--- config.mk ---
export PLATFORM = sky130hd
export DESIGN_NAME = acc_flag_alu
export DESIGN_NICKNAME = d
export VERILOG_FILES = /design/src/rtl/acc_alu_pkg.sv /design/src/rtl/acc_alu_decode.sv /design/src/rtl/acc_alu_adder.sv /design/src/rtl/acc_alu_step.sv /design/src/rtl/acc_flag_alu.sv
export SDC_FILE = /design/constraint.sdc
export NUM_CORES = 1
export LEC_CHECK = 0
export ABC_AREA = 1
export BUFFER_PORTS_ARGS = -buffer_cell sky130_fd_sc_hd__buf_4
export CORE_ASPECT_RATIO = 1.75
export CORE_MARGIN = 2
export CORE_UTILIZATION = 50
export DETAILED_ROUTE_END_ITERATION = 6
export PLACE_DENSITY_LB_ADDON = 0.2
export SYNTH_ARGS = -nofsm -noshare
export SYNTH_HDL_FRONTEND = slang
export SYNTH_SLANG_ARGS = --single-unit
--- constraint.sdc ---
create_clock -name clk -period 5.3 [get_ports clk]
set_input_delay 0.265 -clock clk [delete_from_list [all_inputs] [get_ports clk]]
set_output_delay 0.265 -clock clk [all_outputs]
set_load 0.05 [all_outputs]
--- src/rtl/acc_alu_pkg.sv ---
package acc_alu_pkg;

    localparam int DATA_W = 8;
    localparam int MSB    = DATA_W - 1;

    typedef enum logic [3:0] {
        K_NONE, K_ADD, K_SUB, K_INC, K_DEC, K_LOAD,
        K_CLC, K_SEC, K_CLI, K_SEI, K_CLV, K_CLD, K_SED
    } op_kind_e;

    typedef struct packed {
        logic n;
        logic v;
        logic z;
        logic c;
        logic i;
        logic d;
    } flags_t;

    typedef struct packed {
        op_kind_e kind;
        logic     use_adder;
        logic     invert;
        logic     step;
        logic     step_down;
    } ctrl_t;

    function automatic op_kind_e classify(input logic [7:0] code);
        op_kind_e k;
        unique case (code)
            8'h69, 8'h65, 8'h75, 8'h6D, 8'h7D, 8'h79, 8'h61, 8'h71: k = K_ADD;
            8'hE9, 8'hE5, 8'hF5, 8'hED, 8'hFD, 8'hF9, 8'hE1, 8'hF1: k = K_SUB;
            8'hE6, 8'hF6, 8'hEE, 8'hFE: k = K_INC;
            8'hC6, 8'hD6, 8'hCE, 8'hDE: k = K_DEC;
            8'hA9: k = K_LOAD;
            8'h18: k = K_CLC;
            8'h38: k = K_SEC;
            8'h58: k = K_CLI;
            8'h78: k = K_SEI;
            8'hB8: k = K_CLV;
            8'hD8: k = K_CLD;
            8'hF8: k = K_SED;
            default: k = K_NONE;
        endcase
        return k;
    endfunction

    function automatic logic all_zero(input logic [DATA_W-1:0] val);
        return (val == '0);
    endfunction

endpackage

--- src/rtl/acc_alu_decode.sv ---
module acc_alu_decode
    import acc_alu_pkg::*;
(
    input  logic       valid,
    input  logic [7:0] code,
    output ctrl_t      ctrl
);
    op_kind_e kind_raw;

    always_comb begin
        kind_raw       = valid ? classify(code) : K_NONE;
        ctrl.kind      = kind_raw;
        ctrl.use_adder = (kind_raw == K_ADD) || (kind_raw == K_SUB);
        ctrl.invert    = (kind_raw == K_SUB);
        ctrl.step      = (kind_raw == K_INC) || (kind_raw == K_DEC);
        ctrl.step_down = (kind_raw == K_DEC);
    end
endmodule

--- src/rtl/acc_alu_adder.sv ---
module acc_alu_adder #(
    parameter int W = 8
) (
    input  logic [W-1:0] a,
    input  logic [W-1:0] b,
    input  logic         cin,
    input  logic         invert,
    output logic [W-1:0] sum,
    output logic         cout,
    output logic         ovf
);
    logic [W-1:0] b_eff;
    logic [W:0]   chain;

    assign b_eff    = invert ? ~b : b;
    assign chain[0] = cin;

    for (genvar g = 0; g < W; g++) begin : g_bit
        assign sum[g]     = a[g] ^ b_eff[g] ^ chain[g];
        assign chain[g+1] = (a[g] & b_eff[g]) | (chain[g] & (a[g] ^ b_eff[g]));
    end

    assign cout = chain[W];
    // signed overflow: carry into the sign bit differs from carry out of it
    assign ovf  = chain[W] ^ chain[W-1];
endmodule

--- src/rtl/acc_alu_step.sv ---
module acc_alu_step #(
    parameter int W = 8
) (
    input  logic [W-1:0] val,
    input  logic         down,
    output logic [W-1:0] res
);
    localparam logic [W-1:0] ONE = W'(1);

    assign res = down ? (val - ONE) : (val + ONE);
endmodule

--- src/rtl/acc_flag_alu.sv ---
module acc_flag_alu
    import acc_alu_pkg::*;
(
    input  logic       clk,
    input  logic       rst,
    input  logic       op_valid,
    input  logic [7:0] op_code,
    input  logic [7:0] op_data,
    output logic [7:0] acc_out,
    output logic [7:0] wb_data,
    output logic       wb_en,
    output logic       flag_n,
    output logic       flag_v,
    output logic       flag_z,
    output logic       flag_c,
    output logic       flag_i,
    output logic       flag_d
);
    ctrl_t             ctl;
    logic [DATA_W-1:0] acc_q, acc_d, wb_q, wb_d;
    logic              wb_en_q, wb_en_d;
    flags_t            fl_q, fl_d;
    logic [DATA_W-1:0] add_sum, step_res;
    logic              add_cout, add_ovf;

    acc_alu_decode u_dec (
        .valid (op_valid),
        .code  (op_code),
        .ctrl  (ctl)
    );

    acc_alu_adder #(.W(DATA_W)) u_add (
        .a      (acc_q),
        .b      (op_data),
        .cin    (fl_q.c),
        .invert (ctl.invert),
        .sum    (add_sum),
        .cout   (add_cout),
        .ovf    (add_ovf)
    );

    acc_alu_step #(.W(DATA_W)) u_step (
        .val  (op_data),
        .down (ctl.step_down),
        .res  (step_res)
    );

    always_comb begin
        acc_d   = acc_q;
        fl_d    = fl_q;
        wb_d    = wb_q;
        wb_en_d = 1'b0;
        if (ctl.use_adder) begin
            acc_d  = add_sum;
            fl_d.c = add_cout;
            fl_d.v = add_ovf;
            fl_d.n = add_sum[MSB];
            fl_d.z = all_zero(add_sum);
        end else if (ctl.step) begin
            wb_d    = step_res;
            wb_en_d = 1'b1;
            fl_d.n  = step_res[MSB];
            fl_d.z  = all_zero(step_res);
        end else begin
            unique case (ctl.kind)
                K_LOAD: begin
                    acc_d  = op_data;
                    fl_d.n = op_data[MSB];
                    fl_d.z = all_zero(op_data);
                end
                K_CLC:   fl_d.c = 1'b0;
                K_SEC:   fl_d.c = 1'b1;
                K_CLI:   fl_d.i = 1'b0;
                K_SEI:   fl_d.i = 1'b1;
                K_CLV:   fl_d.v = 1'b0;
                K_CLD:   fl_d.d = 1'b0;
                K_SED:   fl_d.d = 1'b1;
                default: ;
            endcase
        end
    end

    always_ff @(posedge clk) begin
        if (rst) begin
            acc_q   <= '0;
            fl_q    <= '0;
            wb_q    <= '0;
            wb_en_q <= 1'b0;
        end else begin
            acc_q   <= acc_d;
            fl_q    <= fl_d;
            wb_q    <= wb_d;
            wb_en_q <= wb_en_d;
        end
    end

    assign acc_out = acc_q;
    assign wb_data = wb_q;
    assign wb_en   = wb_en_q;
    assign flag_n  = fl_q.n;
    assign flag_v  = fl_q.v;
    assign flag_z  = fl_q.z;
    assign flag_c  = fl_q.c;
    assign flag_i  = fl_q.i;
    assign flag_d  = fl_q.d;
endmodule

* Word level (Yosys, flattened, before mapping) *
Cells that the tools add are included.

word-level totals
  flip-flop bits (word level) = 23
  input bits = 19
  output and inout port bits = 23

cells by class
  add/subtract/negate cells = 2
  equality and inequality tests = 45
  mux-type cells = 19
  bitwise logic cells = 44
  reduce and logical (&&, ||, !) cells = 22

operators with widths
  cell                                              number
  == test 8 bit, second input constant              20
  == test 8 x 7 -> 1 bit, second input constant     10
  one-hot mux 4 bit (12 select lines)               1
  two-way mux 8 bit                                 5
  logical NOT 8 bit                                 3
  == test 4 bit, second input constant              5
  XOR 1 bit                                         17
  bitwise AND 1 bit                                 16
  == test 4 x 3 -> 1 bit, second input constant     4
  OR reduction 8 bit                                2
  adder 8 x 1 -> 8 bit, second input constant       1
  == test 4 x 2 -> 1 bit, second input constant     2
  == test 8 x 5 -> 1 bit, second input constant     1
  == test 8 x 6 -> 1 bit, second input constant     1
  two-way mux 4 bit                                 2
  NOT 8 bit                                         1
  OR 1 bit                                          8
  AND reduction 2 bit                               4
  nonzero test 2 bit                                4
  OR reduction 4 bit                                2
  subtractor 8 x 1 -> 8 bit, second input constant  1
  two-way mux 1 bit                                 7
  one-hot mux 1 bit (2 select lines)                3
  AND reduction 3 bit                               2
  other kinds (7)                                   10

* Depth between registers and ports, before layout *
  depth after elaboration = 25
  gate-level depth with buffers = 30
  mapped depth without buffers = 30

* Cells and area by module *
Synthesis repeated with hierarchy kept, for this count alone.

second synthesis, totals
  cell total of the unflattened synthesis = 395
  area total of the unflattened synthesis = 2301.0 um2

by module, submodules not included
  module          times used  cells an instance  area each (um2)  seq. area each (um2)
  acc_flag_alu    1           170                1133.6           460.4
  acc_alu_decode  1           104                454.2            0.0
  acc_alu_adder   1           62                 370.4            0.0
  acc_alu_step    1           59                 342.8            0.0

* Worst setup path before layout *
Ideal clock, no wire load.

  path type = input port to flip-flop
  start = input op_code[0]
  end = register fl_q (netlist bit flag_z)
  library setup time = 0.070 ns
  arrival = 4.779 ns
  data required time = 5.230 ns
  setup slack = 0.451 ns
  cell stages on the path = 29
  buffers on the path = 0
  path through = inv_1 -> nand2_1 -> nor2_2 -> nand3_1 -> nand2_1 -> inv_1 -> nand2_2 -> nand2_2 -> inv_2 -> nand3_2 -> xor2_1 -> fa_1 -> inv_1 -> fa_1 -> inv_1 -> fa_1 -> fa_1 -> inv_1 -> fa_1 -> inv_1 -> fa_1 -> fa_1 -> inv_1 -> fa_1 -> nor4_1 -> nand4_1 -> o21ai_0 -> nand2_1 -> a21oi_1

between the ends
  cells in the longest elaborated chain, start to end = 24
  elaborated cells on any way between the ends = 89
  those cells by class = eq/ne: 37; mux: 6; bitwise: 37; reduce/logical: 9

RTL lines
  item                                                      RTL line                                    text
  start, declared                                           acc_flag_alu.sv:7                           input logic [7:0] op_code,
  == test 8 bit or == test 8 x 7 -> 1 bit (tied branches)   acc_alu_pkg.sv:30                           unique case (code)
  OR reduction 8 bit or OR reduction 4 bit (tied branches)  acc_alu_pkg.sv:30
  one-hot mux 4 bit (12 select lines) (*)                   acc_alu_pkg.sv:30
  two-way mux 4 bit (*)                                     acc_alu_decode.sv:11                        kind_raw = valid ? classify(code) : K_NONE;
  == test 4 x 2 -> 1 bit                                    acc_alu_decode.sv:13, acc_alu_decode.sv:14
  two-way mux 8 bit                                         acc_alu_adder.sv:15                         assign b_eff = invert ? ~b : b;
  XOR 1 bit                                                 acc_alu_adder.sv:19, acc_alu_adder.sv:20
  bitwise AND 1 bit                                         acc_alu_adder.sv:20                         assign chain[g+1] = (a[g] & b_eff[g]) | (chain[g] & (a[g] ^ b_eff[g]));
  (+8 left out)                                             n/a
  OR 1 bit                                                  acc_alu_adder.sv:20
  bitwise AND 1 bit                                         acc_alu_adder.sv:20
  OR 1 bit                                                  acc_alu_adder.sv:20
  bitwise AND 1 bit                                         acc_alu_adder.sv:20
  OR 1 bit                                                  acc_alu_adder.sv:20
  XOR 1 bit                                                 acc_alu_adder.sv:19                         assign sum[g] = a[g] ^ b_eff[g] ^ chain[g];
  logical NOT 8 bit                                         acc_alu_pkg.sv:49                           return (val == '0);
  two-way mux 4 bit                                         acc_flag_alu.sv:53                          if (ctl.use_adder) begin
  end signal, assigned                                      acc_flag_alu.sv:91                          fl_q <= fl_d;
  end, declared                                             acc_flag_alu.sv:22                          flags_t fl_q, fl_d;

Every way passes the cells marked *; elsewhere a longest branch is shown, timed or not.
A chain may end at the register's enable or synchronous reset.

* Worst setup path in the final report *
  start = input op_code[2]
  end = register fl_q (netlist bit flag_z)

The elaborated chain is that of the path after synthesis.

==> metrics.md <==
| Metric | Value |
|---|---|
| Post-DP HPWL | `roughly 4 mm` |
| VDD IR max | `slightly above 0.1 mV` |
| Final setup fails | `0` |
| Main synth FF type | `dfxtp_1` |
| WP data arrival | `just over 5 ns` |
| Synth Register Bits | `23` |
| Yosys warning count | `0` |
| Worst hold path stage count | `2` |
| TritonCTS clock tree | `built` |
| Antenna diode count | `0` |
| IO Pins | `42` |
| Detailed Route WL | `approximately 4.9 mm` |
| Fill cells | `around 400` |
| Mapped Nets | `between 300 and 400` |
| Most frequent cells in the layout | `nand2_1 (53), inv_1 (42), buf_4 (42), nor2_1 (36), dfxtp_1 (23)` |
| Fraction of registers with async set/reset | `0` |
| CP Launch Type | `primary input` |
| Crit share post-route | `0.920` |
| Worst path required time | `between 5 and 6 ns` |
| R2r setup slk | `between 1 and 1.5 ns` |
| Share of cells above drive strength 1 | `0.231` |
| Clock sinks | `23` |
| CP max-delay cell | `fa_1` |
| WL/cell | `roughly 13 um` |
| Total GRT Usage | `0.242` |
| Clk_lat worst skew | `approximately 0.27 ns` |
| Syn_area_per_cell | `between 6 and 7 um2` |
| Grt ovf | `0` |
| Starting Density | `0.519` |
| Vias post-DR | `2000` |
| Library cells used by synthesis | `30` |
| Final GP Congestion | `0.860` |
| CP most frequent cell | `fa_1` |
| R2R Path Start | `flag_c` |
| PortBufs | `41` |
| Clk_skew | `roughly 0.0042 ns` |
| Postcts setup bufs | `0` |
| Final min period | `approximately 4.9 ns` |
| Die ar. | `around 4600 um2` |
| Slew headroom | `0.655` |
| Design Power | `0.421 mW` |
| Setup TNS | `0 ns` |
| RSZ-0062 raised after global routing | `false` |
| Final hold slack | `about 0.19 ns` |
| Worst-Margin Slew | `just over 0.5 ns` |
| Num CTS Buffers | `3` |
| Leading area contributor after synthesis | `dfxtp_1` |
| Htree depth | `1` |
| Vias in the first global route | `about 2.0k` |
| DRC | `0` |
| Power per Cell Area | `approximately 180 nW/um2` |
| Post-Syn Area | `roughly 2000 um2` |
| Pleak | `between 1 and 1.5 nW` |
| Largest net degree at the start of global routing | `19` |
| Register area share after synthesis | `0.230` |
| Reg-to-Reg End | `flag_z` |
| Antenna violations before repair | `0` |
| DRT iter0 DRCs | `23` |
| Area Overhead vs Synth | `19.2%` |
| Vias per cell | `5.18` |
| Hold Violations, Final | `0` |
| Worst path max stage delay | `~0.44 ns` |
| Min-Delay Endpoint | `wb_en` |
| Clock-pin transition on the worst setup and hold timing paths | `0.08 ns` |
| Nets | `~370` |
| Worst-case reg-to-reg path depth | `19` |
| Post-synth top area share | `0.230` |
| Num rows | `30` |
| Post-route ant nets | `0` |
| DRT Pass-1 Iters | `4` |
| Die X | `approximately 52 um` |
| Cts repair resizes | `0` |
| Slew Viols, Final | `0` |
| Status | `finished, final reports clean` |
| F_max | `between 0.2 and 0.25 GHz` |
| Total of max-cap violations | `0` |
| Chip height | `around 88 um` |
| Crit. End Element | `flop` |
| Core area | `3870 um2` |
| Clk buf depth | `2` |
| Cells after Synth | `about 300` |
| Cts hold-fix bufs | `0` |
| Most common cell after layout, fill and taps aside | `nand2_1` |
| Largest cells by area after synthesis | `dfxtp_1 (23%), nand2_1 (9.9%), fa_1 (9.0%), inv_1 (7.9%), nor2_1 (6.7%)` |
| Worst Path Max Fanout | `5` |
| Min-delay src | `rst` |
| Hold Path Class | `in -> reg` |
| Wire length of the first global-routing pass | `about 8.3 mm` |
| Root Driver | `clkbuf_8` |
| Setup CP Type | `in -> reg` |
| Number of synthesized flops with an enable pin | `0` |
## cells by family (layout without fill, tap and decap cells)
logic type / count (synthesis) / after routing / share of synthesized area
AND/OR/NAND/NOR: 133 / 133 / 0.308
flip-flops: 23 / 23 / 0.230
adder cells (fa/ha/maj): 16 / 16 / 0.133
XOR/XNOR: 13 / 13 / 0.0568
buffers and inverters: 54 / 96 / 0.111
AO/OA/AOI/OAI: 57 / 57 / 0.161
## per-stage QoR
step                setup slack [ns]  instance area, um2  std cells   util
finish                         0.422                2390        386  0.618
global route                  0.0700                2390        386  0.618
CTS                            0.415                2390        386  0.618
detailed placement             0.132                2350        382  0.607
global placement               0.218                2350        382  0.607
floorplan                      0.451                2010        296      -
## flip-flops by register name, summed over array words and instances (netlist names)
| signal | flops |
|---|---|
| acc_out | 8 |
| wb_data | 8 |
| flag_c | 1 |
| flag_d | 1 |
| flag_i | 1 |
| flag_n | 1 |
| flag_v | 1 |
| flag_z | 1 |
| wb_en | 1 |
## how the worst max path moves through the flow
stage / start / endpoint / cells after the start
6_report: op_code[2] / flag_z / 30
5_1_grt: op_code[1] / flag_z / 31
4_1_cts: op_code[2] / flag_z / 30
3_5_place_dp: op_code[2] / flag_z / 30
2_1_floorplan: op_code[0] / flag_z / 29
3_3_place_gp: op_code[2] / flag_z / 30
## area by class of cell
| class | count | area (um2) | area share |
|---|---|---|---|
| clock buffer | 4 | 45.0 | 0.0188 |
| inverter | 50 | 188 | 0.0785 |
| multi-input combinational | 219 | 1320 | 0.553 |
| sequential | 23 | 460 | 0.193 |
| tap | 48 | 60.1 | 0.0251 |
| timing repair buffer | 42 | 315 | 0.132 |
## worst max-delay path: cells and delay by family
| kind | cells | cell delay (ns) |
|---|---|---|
| xor gates and xnor gates | 1 | 0.16 |
| adders and majority gates | 8 | 2.62 |
| and+or+nand+nor | 10 | 1.13 |
| AOI/OAI and AO/OA | 2 | 0.26 |
| buffers and inverters | 9 | 0.65 |
## report_power, final
group	total [mW]	leakage (nW)	internal, mW	switching (mW)
logic	0.127	0.999	0.0448	0.0821
registers	0.181	0.186	0.178	0.00316
clock network	0.114	0.0228	0.0539	0.0597
total	0.421	1.21	0.277	0.145
## synthesized netlist by cell type (6+ instances only)
| cell | n |
|---|---|
| a21oi_1 | 20 |
| dfxtp_1 | 23 |
| fa_1 | 9 |
| ha_1 | 7 |
| inv_1 | 42 |
| inv_2 | 8 |
| nand2_1 | 53 |
| nand2_2 | 7 |
| nand3_1 | 18 |
| nor2_1 | 36 |
| o21ai_0 | 12 |
| o21ai_1 | 11 |
| o21ai_2 | 6 |
| xor2_1 | 10 |
## metal layers
metal,share of wire,global-route usage,vias to the layer above
met5,0,0,-
met4,0.054,0.177,0
met3,0.025,0.0188,21
met2,0.55,0.455,47
met1,0.37,0.234,904
li1,-,-,1028
Power figures use the tool's default switching activity.
